<file path="config.mk">
export PLATFORM = sky130hd
export DESIGN_NAME = ttile_addr_gen
export DESIGN_NICKNAME = d
export VERILOG_FILES = /design/src/rtl/ttile_pkg.sv /design/src/rtl/ttile_walker.sv /design/src/rtl/ttile_mapper.sv /design/src/rtl/ttile_addr_gen.sv
export SDC_FILE = /design/constraint.sdc
export NUM_CORES = 1
export LEC_CHECK = 0
export ABC_CLOCK_PERIOD_IN_PS = 15100
export BUFFER_PORTS_ARGS = -buffer_cell sky130_fd_sc_hd__buf_2
export CAP_MARGIN = 20
export CORE_MARGIN = 3
export CORE_UTILIZATION = 24
export CTS_BUF_LIST = sky130_fd_sc_hd__clkbuf_2 sky130_fd_sc_hd__clkbuf_4 sky130_fd_sc_hd__clkbuf_8
export DETAILED_ROUTE_END_ITERATION = 6
export SYNTH_ARGS = -nofsm -noshare
export SYNTH_HDL_FRONTEND = slang
export SYNTH_SLANG_ARGS = --single-unit
</file>
<file path="constraint.sdc">
create_clock -name clk -period 15.1 [get_ports clk]
set_input_delay 3.02 -clock clk [delete_from_list [all_inputs] [get_ports clk]]
set_output_delay 3.02 -clock clk [all_outputs]
set_load 0.005 [all_outputs]
</file>
<file path="src/rtl/ttile_pkg.sv">
package ttile_pkg;
  typedef enum logic {
    WALK_IDLE = 1'b0,
    WALK_RUN  = 1'b1
  } walk_state_e;
endpackage

</file>
<file path="src/rtl/ttile_walker.sv">
module ttile_walker
  import ttile_pkg::*;
#(
  parameter int COORD_W = 12
) (
  input  logic               clk,
  input  logic               rst_n,
  input  logic               start_i,
  input  logic [COORD_W-1:0] width_i,
  input  logic [COORD_W-1:0] height_i,
  input  logic               ready_i,
  output logic               valid_o,
  output logic [COORD_W-1:0] x_o,
  output logic [COORD_W-1:0] y_o,
  output logic               done_o,
  output logic               load_o,
  output logic [COORD_W-1:0] nx_o,
  output logic [COORD_W-1:0] ny_o,
  output logic [COORD_W-1:0] nw_o
);
  walk_state_e       state_q, state_d;
  logic [COORD_W-1:0] x_q, x_d, y_q, y_d, w_q, w_d, h_q, h_d;
  logic               done_q, done_d;
  logic               take, fire, row_end, last;

  always_comb begin
    take    = (state_q == WALK_IDLE) && start_i;
    fire    = (state_q == WALK_RUN) && ready_i;
    row_end = (x_q == w_q - 1'b1);
    last    = row_end && (y_q == h_q - 1'b1);
    state_d = state_q;
    x_d     = x_q;
    y_d     = y_q;
    w_d     = w_q;
    h_d     = h_q;
    done_d  = 1'b0;
    load_o  = 1'b0;
    if (take) begin
      state_d = WALK_RUN;
      x_d     = '0;
      y_d     = '0;
      w_d     = width_i;
      h_d     = height_i;
      load_o  = 1'b1;
    end else if (fire) begin
      if (last) begin
        state_d = WALK_IDLE;
        done_d  = 1'b1;
      end else begin
        load_o = 1'b1;
        if (row_end) begin
          x_d = '0;
          y_d = y_q + 1'b1;
        end else begin
          x_d = x_q + 1'b1;
        end
      end
    end
  end

  always_ff @(posedge clk or negedge rst_n) begin
    if (!rst_n) begin
      state_q <= WALK_IDLE;
      done_q  <= 1'b0;
      x_q     <= '0;
      y_q     <= '0;
      w_q     <= '0;
      h_q     <= '0;
    end else begin
      state_q <= state_d;
      done_q  <= done_d;
      if (load_o) begin
        x_q <= x_d;
        y_q <= y_d;
      end
      if (take) begin
        w_q <= w_d;
        h_q <= h_d;
      end
    end
  end

  assign valid_o = (state_q == WALK_RUN);
  assign x_o     = x_q;
  assign y_o     = y_q;
  assign done_o  = done_q;
  assign nx_o    = x_d;
  assign ny_o    = y_d;
  assign nw_o    = take ? width_i : w_q;

  // a start pulse during a walk leaves the latched size untouched
  p_start_ignored_r6: assert property (@(posedge clk) disable iff (!rst_n)
    (valid_o && start_i) |=> ($stable(w_q) && $stable(h_q)));

  // the presented coordinates stay inside the latched window
  p_in_window_r3: assert property (@(posedge clk) disable iff (!rst_n)
    valid_o |-> (x_q < w_q && y_q < h_q));
endmodule

</file>
<file path="src/rtl/ttile_mapper.sv">
module ttile_mapper #(
  parameter int COORD_W = 12
) (
  input  logic [COORD_W-1:0]   x_i,
  input  logic [COORD_W-1:0]   y_i,
  input  logic [COORD_W-1:0]   w_i,
  output logic [2*COORD_W+1:0] off_o
);
  localparam int OFF_W  = 2 * COORD_W + 2;
  localparam int TILE_W = OFF_W - 12;

  logic [COORD_W:0]   w_ext;
  logic [OFF_W-1:0]   tpr_e, tx_e, ty_e, col_e, tile_e;
  logic               odd_row, right, bottom;
  logic [1:0]         slot;
  logic [3:0]         micro, pix;

  always_comb begin
    w_ext   = {1'b0, w_i} + (COORD_W+1)'(31);
    tpr_e   = OFF_W'(w_ext >> 5);
    tx_e    = OFF_W'(x_i >> 5);
    ty_e    = OFF_W'(y_i >> 5);
    odd_row = y_i[5];
    right   = x_i[4];
    bottom  = y_i[4];
    col_e   = odd_row ? (tpr_e - 1'b1 - tx_e) : tx_e;
    tile_e  = ty_e * tpr_e + col_e;
    unique case ({odd_row, right, bottom})
      3'b000:  slot = 2'd1;
      3'b001:  slot = 2'd0;
      3'b010:  slot = 2'd2;
      3'b011:  slot = 2'd3;
      3'b100:  slot = 2'd3;
      3'b101:  slot = 2'd2;
      3'b110:  slot = 2'd0;
      default: slot = 2'd1;
    endcase
    micro = {y_i[3:2], x_i[3:2]};
    pix   = {y_i[1:0], x_i[1:0]};
    off_o = {tile_e[TILE_W-1:0], slot, micro, pix, 2'b00};
  end
endmodule

</file>
<file path="src/rtl/ttile_addr_gen.sv">
module ttile_addr_gen #(
  parameter int COORD_W = 12
) (
  input  logic                 clk,
  input  logic                 rst_n,
  input  logic                 start_i,
  input  logic [COORD_W-1:0]   width_i,
  input  logic [COORD_W-1:0]   height_i,
  input  logic                 out_ready_i,
  output logic                 out_valid_o,
  output logic [COORD_W-1:0]   out_x_o,
  output logic [COORD_W-1:0]   out_y_o,
  output logic [2*COORD_W+1:0] out_offset_o,
  output logic                 done_o
);
  localparam int OFF_W = 2 * COORD_W + 2;

  logic               load;
  logic [COORD_W-1:0] nx, ny, nw;
  logic [OFF_W-1:0]   off_d, off_q;

  ttile_walker #(.COORD_W(COORD_W)) walker_i (
    .clk      (clk),
    .rst_n    (rst_n),
    .start_i  (start_i),
    .width_i  (width_i),
    .height_i (height_i),
    .ready_i  (out_ready_i),
    .valid_o  (out_valid_o),
    .x_o      (out_x_o),
    .y_o      (out_y_o),
    .done_o   (done_o),
    .load_o   (load),
    .nx_o     (nx),
    .ny_o     (ny),
    .nw_o     (nw)
  );

  ttile_mapper #(.COORD_W(COORD_W)) mapper_i (
    .x_i   (nx),
    .y_i   (ny),
    .w_i   (nw),
    .off_o (off_d)
  );

  always_ff @(posedge clk or negedge rst_n) begin
    if (!rst_n) begin
      off_q <= '0;
    end else if (load) begin
      off_q <= off_d;
    end
  end

  assign out_offset_o = off_q;

  // a stalled pixel keeps every output field
  p_stall_hold_r4: assert property (@(posedge clk) disable iff (!rst_n)
    (out_valid_o && !out_ready_i) |=> (out_valid_o && $stable(out_x_o)
      && $stable(out_y_o) && $stable(out_offset_o)));

  // done lasts a single cycle
  p_done_single_r5: assert property (@(posedge clk) disable iff (!rst_n)
    done_o |=> !done_o);

  // done only follows a handshake and coincides with idle output
  p_done_after_fire_r5: assert property (@(posedge clk) disable iff (!rst_n)
    $rose(done_o) |-> (!out_valid_o && $past(out_valid_o && out_ready_i)));

  // pixels inside a micro-tile are word aligned
  p_word_align_r7: assert property (@(posedge clk) disable iff (!rst_n)
    out_valid_o |-> (out_offset_o[1:0] == 2'b00));
endmodule

</file>
==> results of run 1 <==
==> power breakdown <==
| group | internal (mW) | leakage (nW) | total, mW | switching, mW |
|---|---|---|---|---|
| logic | 0.0697 | 2.72 | 0.163 | 0.0930 |
| registers | 0.193 | 0.857 | 0.219 | 0.0256 |
| clock network | 0.0821 | 0.0992 | 0.161 | 0.0788 |
| total | 0.345 | 3.67 | 0.542 | 0.197 |
==> routing by layer <==
metal  track usage (%)  part of all wire, %  vias up
met4              3.14                  1.8        0
met2              19.3                   44      153
li1                  -                    -     2740
met5                 0                    0        -
met3              3.91                  7.3       21
met1              16.3                   46     2604
==> cells by family after synthesis <==
kind of cell	synth area share, %
AO/OA/AOI/OAI	11.1
XOR/XNOR	8.37
adder cells (fa/ha/maj)	20.6
buffers and inverters	10.1
flip-flops	24.7
multiplexers	2.21
other	0.0561
AND/OR/NAND/NOR	22.8
==> cell usage in the layout, fill, tap and decap left out, types with 5 or more instances in the layout <==
master,netlist,layout
inv_1,108,108
nor2_1,90,90
nand2_1,90,90
buf_2,4,77
dfrtp_1,66,66
ha_1,43,43
fa_1,42,42
xnor2_1,37,37
o21ai_0,35,35
xor2_1,25,25
a21oi_1,23,23
nor3_1,19,19
nand3_1,19,19
or3_1,16,16
and3_1,12,12
mux2i_1,10,10
clkbuf_8,0,10
nand2b_1,9,9
and2_1,6,6
nor2b_1,7,6
a31oi_1,6,6
or2_1,6,6
nand4_1,6,6
o31ai_1,6,6
o211ai_1,5,5
a21o_1,5,5
==> path summary, 6_finish.rpt <==
kind,from,to,slack [ns],depth (start not counted)
setup / recovery,start_i,out_offset_o[25],4.70,30
hold / removal,out_offset_o[12],out_offset_o[12],0.47,2
setup reg to reg,walker_i.w_q[3],out_offset_o[25],6.27,32
hold reg to reg,out_offset_o[12],out_offset_o[12],0.47,2
max in group asynchronous,rst_n,walker_i.h_q[3],11.63,2
min in group asynchronous,rst_n,out_offset_o[21],2.86,2
==> Yosys cell counts (all sizes together), types with 19 or more instances <==
library cell  instances
xor2                 25
a21oi                23
inv                 113
xnor2                38
ha                   43
dfrtp                66
fa                   42
nand2                90
nor2                 91
o21ai                36
nand3                19
nor3                 19
buf                  23
==> final cells by class <==
cell class                 instances  area share, %
multi-input combinational        590           58.1
clock buffer                      11           1.93
inverter                         113           5.71
timing repair buffer              79           5.33
tap                              372           6.20
sequential                        66           22.0
clock inverter                     4          0.683
==> metrics by stage <==
stage               util [%]  hold WS, ns  std cells  instance area (um2)  total power [mW]
floorplan                  -        0.463        808                 6690             0.336
global placement        26.9        0.449       1220                 7310             0.381
detailed placement      26.9        0.458       1220                 7310             0.384
CTS                     27.6        0.480       1235                 7510             0.548
global route            27.6        0.514       1235                 7510             0.580
finish                  27.6        0.470       1235                 7510             0.542
==> worst register-to-register path: cells and delay by family (launching register included) <==
kind                     cells  cell delay, ns
adder cells (fa/ha/maj)      5            1.90
buffers and inverters        3            0.18
XOR/XNOR                     4            0.81
flip-flops                   1            0.47
AO/OA/AOI/OAI               10            2.24
multiplexers                 1            0.40
AND/OR/NAND/NOR              9            2.69
==> state kept, by name (all words and copies together), names as in the netlist <==
register          count
out_offset_o         16
walker_i.y_o         12
walker_i.x_o         12
walker_i.done_o       1
walker_i.h_q         12
walker_i.w_q         12
walker_i.valid_o      1
==> results_dict.tcl, run 1 <==
set metrics [dict create \
    syn-cell-area_um2 6690 \
    multi_input_area_um2 4370 \
    antenna_found_initial 0 \
    setup_viol 0 \
    gp_congestion 0.895 \
    crit_arrival_ns 10.61 \
    viasPerCell 4.47 \
    drt_pass1_iterations 5 \
    slowest_stage "nand2b_1" \
    status "finished clean" \
    worstSkewPairLatency_ns 0.38 \
    tns_ns 0 \
    die_y_um 173 \
    area_growth_pct 12.3 \
    io_buffers 77 \
    cts_max_path_buffers 2 \
    cp-end-kind "register" \
    syn_inst 807 \
    worstHoldPathType "reg -> reg" \
    grt-ovfl-total 0 \
    async_reset_ff_share_pct 100 \
    post_drt_wl_per_cell_um 14.6 \
    path_buf_inv 4 \
    coreArea_um2 27200 \
    crit_family "simple AND/OR/NAND/NOR gates" \
    postCtsHoldBufs 0 \
    synth_warnings 0 \
    start_kind "input pin" \
    cts_resized 0 \
    synth_flop_cell "dfrtp_1" \
    cpPeakStageDelay_ns 0.70 \
    hpwl_um 14100 \
    synth.area.top_cells "dfrtp_1 25%, fa_1 13%, ha_1 8.0%" \
    grt_use_total_pct 12.2 \
    cp_max_fo 24 \
    initial_core_util_pct 24.6 \
    slew_headroom_pct 33.2 \
    clockRootBuffer "clkbuf_8" \
    cts_made_buffers 9 \
    vias 5518 \
    regArea_um2 1650 \
    grt_max_degree 67 \
    rows 60 \
    path_clk_slew_ns 0.08 \
    fin_nets 972 \
    skew_ns 0.0169 \
    worst-setup-path-type "in -> reg" \
    wirelength_um 18000 \
    drtAntennaViolNets 0 \
    synth_edf_count 0 \
    dp_slack_ns 4.34 \
    drv_slew 0 \
    dr.first_iter.drc_count 371 \
    maxCapViolations 0 \
    syn_avg_cell_area_um2 8.28 \
    p_per_area_nw_per_um2 72.2 \
    die-area_um2 29900 \
    max_freq_mhz 96.2 \
    peakVddDrop_mv 0.0379 \
    post-route-min-period_ns 10.40 \
    antenna_cells 0 \
    clkSinkCount 66 \
    n_fill_cell 2984 \
    h-tree-depth 3 \
    crit_required_ns 15.32 \
    rsz0062_at_grt "no" \
    synth.distinct_cells 75 \
    die_w_um 173 \
    synth.ff_latch_count 66 \
    drive_gt1_share_pct 13.4 \
    grt_pass1_wl_um 29800 \
    setup_slack_ns 4.70 \
    synth_top_area_cell "dfrtp_1" \
    worst_pin_slew_ns 1.00 \
    hold_viol 0 \
    io_pins 80 \
    leakagePower_nw 3.67 \
    cts_tree "done" \
    cts_setup_buffers 0 \
    grt_pass1_vias 5615 \
    synth-seq-area-share_pct 24.7 \
    fin_crit_sh_pct 68.8 \
    drc 0 \
    netlist.area_leader.share_pct 24.7 \
]
Power figures use the tool's default switching activity.
==> inputs of run 2 (changes only) <==
Settings changed: ABC_CLOCK_PERIOD_IN_PS 15100 to 10700.
Clock period 15.1 ns to 10.7 ns, I/O delays scaled along.
==> run 2 against run 1 <==
Register-to-register slack lost 4.4 ns. First-iteration DRC count shrank 7.5%. Cell count is 0.16% higher. Non-clock buffer count up 2. Clock skew up 0.0025 ns. Count of clock-buffer cells in the layout is the same. Setup slack worse by 3.0 ns. Total power grew 41%. Design area rose by 0.20%. Via count rose by 0.69%. Worst hold slack improved by 0.0040 ns. Die area did not move. Critical endpoint unchanged.
==> results_dict.tcl, run 2 (synthesized netlist as in run 1, its figures left out) <==
set metrics [dict create \
    status "finished clean" \
    drtAntennaViolNets 0 \
    area_growth_pct 12.6 \
    largest_reg_flops 16 \
    die-area_um2 29900 \
    vias 5556 \
    path_clk_slew_ns 0.08 \
    antenna_cells 0 \
    grt_pass1_vias 5754 \
    postCtsHoldBufs 0 \
    antenna_found_initial 0 \
    die_y_um 173 \
    post_drt_wl_per_cell_um 14.2 \
    h-tree-depth 3 \
    multi_input_area_um2 4370 \
    clkSinkCount 66 \
    rsz0062_at_grt "no" \
    cp_max_fo 8 \
    cp-end-kind "register" \
    fin_nets 974 \
    peakVddDrop_mv 0.0694 \
    worst_r2r_path_depth 32 \
    max_freq_mhz 111 \
    io_buffers 77 \
    r2r-start "walker_i.w_q[3]" \
    maxCapViolations 0 \
    final_util_pct 27.7 \
    leakagePower_nw 3.68 \
    holdCritStartpoint "out_offset_o[12]" \
    tns_ns 0 \
    crit_arrival_ns 9.26 \
    worstHoldPathType "reg -> reg" \
    placed_cell_area_um2 7330 \
    wirelength_um 17600 \
    slew_headroom_pct 35.9 \
    coreArea_um2 27200 \
    r2r_end "out_offset_o[25]" \
    final_common_cell "inv_1" \
    hpwl_um 13700 \
    cts_resized 0 \
    crit_required_ns 10.91 \
    drc 0 \
    fin_crit_sh_pct 84.5 \
    worst_pin_slew_ns 0.953 \
    critical_path.startpoint "width_i[3]" \
    worst-setup-path-type "in -> reg" \
    skew_ns 0.0194 \
    setup_viol 0 \
    initial_core_util_pct 24.6 \
    holdWs_ns 0.474 \
    dr.first_iter.drc_count 343 \
    reg2reg_slack_ns 1.90 \
    p_per_area_nw_per_um2 102 \
    final_cell_mix "108 x inv_1, 90 x nor2_1, 90 x nand2_1" \
    cts_setup_buffers 0 \
    drt_pass1_iterations 4 \
    grt_max_degree 67 \
    viasPerCell 4.49 \
    rows 60 \
    cp_common_cell "xnor2_1" \
    final_cell_area_um2 7520 \
    clockRootBuffer "clkbuf_8" \
    cts_made_buffers 9 \
    grt-ovfl-total 0 \
    cts_max_path_buffers 2 \
    grt_use_total_pct 12.0 \
    die_w_um 173 \
    post-route-min-period_ns 9.04 \
    start_kind "input pin" \
    cts_tree "done" \
    io_pins 80 \
    hold_depth 2 \
    gp_congestion 0.861 \
    drive_gt1_share_pct 13.6 \
    hold_viol 0 \
    worstSkewPairLatency_ns 0.37 \
    n_fill_cell 2976 \
    slowest_stage "xnor2_1" \
    drv_slew 0 \
    cpPeakStageDelay_ns 0.56 \
    regArea_um2 1650 \
    hold_end "out_offset_o[12]" \
    grt_pass1_wl_um 29500 \
]
[run 2: cell type report]
cell class / count / share of cell area [%]
Multi-Input combinational cell: 590 / 58.0
Sequential cell: 66 / 21.9
Tap cell: 372 / 6.19
Inverter: 113 / 5.70
Timing Repair Buffer: 81 / 5.52
Clock buffer: 11 / 1.93
Clock inverter: 4 / 0.682
[run 2: power breakdown]
group / internal (mW) / switching [mW]
logic: 0.0992 / 0.131
registers: 0.273 / 0.0355
clock network: 0.116 / 0.110
total: 0.488 / 0.276
[run 2: critical path: cells and delay by family]
| family | cells | cell delay (ns) |
|---|---|---|
| XOR/XNOR | 6 | 1.35 |
| AND/OR/NAND/NOR | 8 | 2.00 |
| buffers and inverters | 4 | 0.29 |
| adder cells (fa/ha/maj) | 6 | 2.33 |
| AO/OA/AOI/OAI | 6 | 1.13 |
[run 2: per-stage QoR]
stage | setup slack, ns | cells | total power, mW
2_1_floorplan | 2.13 | 808 | 0.475
3_5_place_dp | 1.32 | 1222 | 0.543
6_report | 1.66 | 1237 | 0.764
4_1_cts | 1.68 | 1237 | 0.775
3_3_place_gp | 1.38 | 1222 | 0.538
5_1_grt | 1.11 | 1237 | 0.820
[run 2: layer usage]
metal | routed length, um | GRT usage (%) | vias to the layer above | part of all wire (%)
li1 | - | - | 2757 | -
met1 | 8240 | 16.2 | 2630 | 47
met2 | 7760 | 18.4 | 136 | 44
met3 | 1180 | 3.67 | 33 | 6.7
met4 | 398 | 4.02 | 0 | 2.3
met5 | 0 | 0 | - | 0
[run 2: how the worst max path moves through the flow]
stage                            end  slack, ns  depth (start not counted)
detailed placement  out_offset_o[25]       1.32                         30
CTS                 out_offset_o[25]       1.68                         30
global route        out_offset_o[24]       1.11                         30
floorplan           out_offset_o[25]       2.13                         30
finish              out_offset_o[25]       1.66                         30
global placement    out_offset_o[25]       1.38                         30
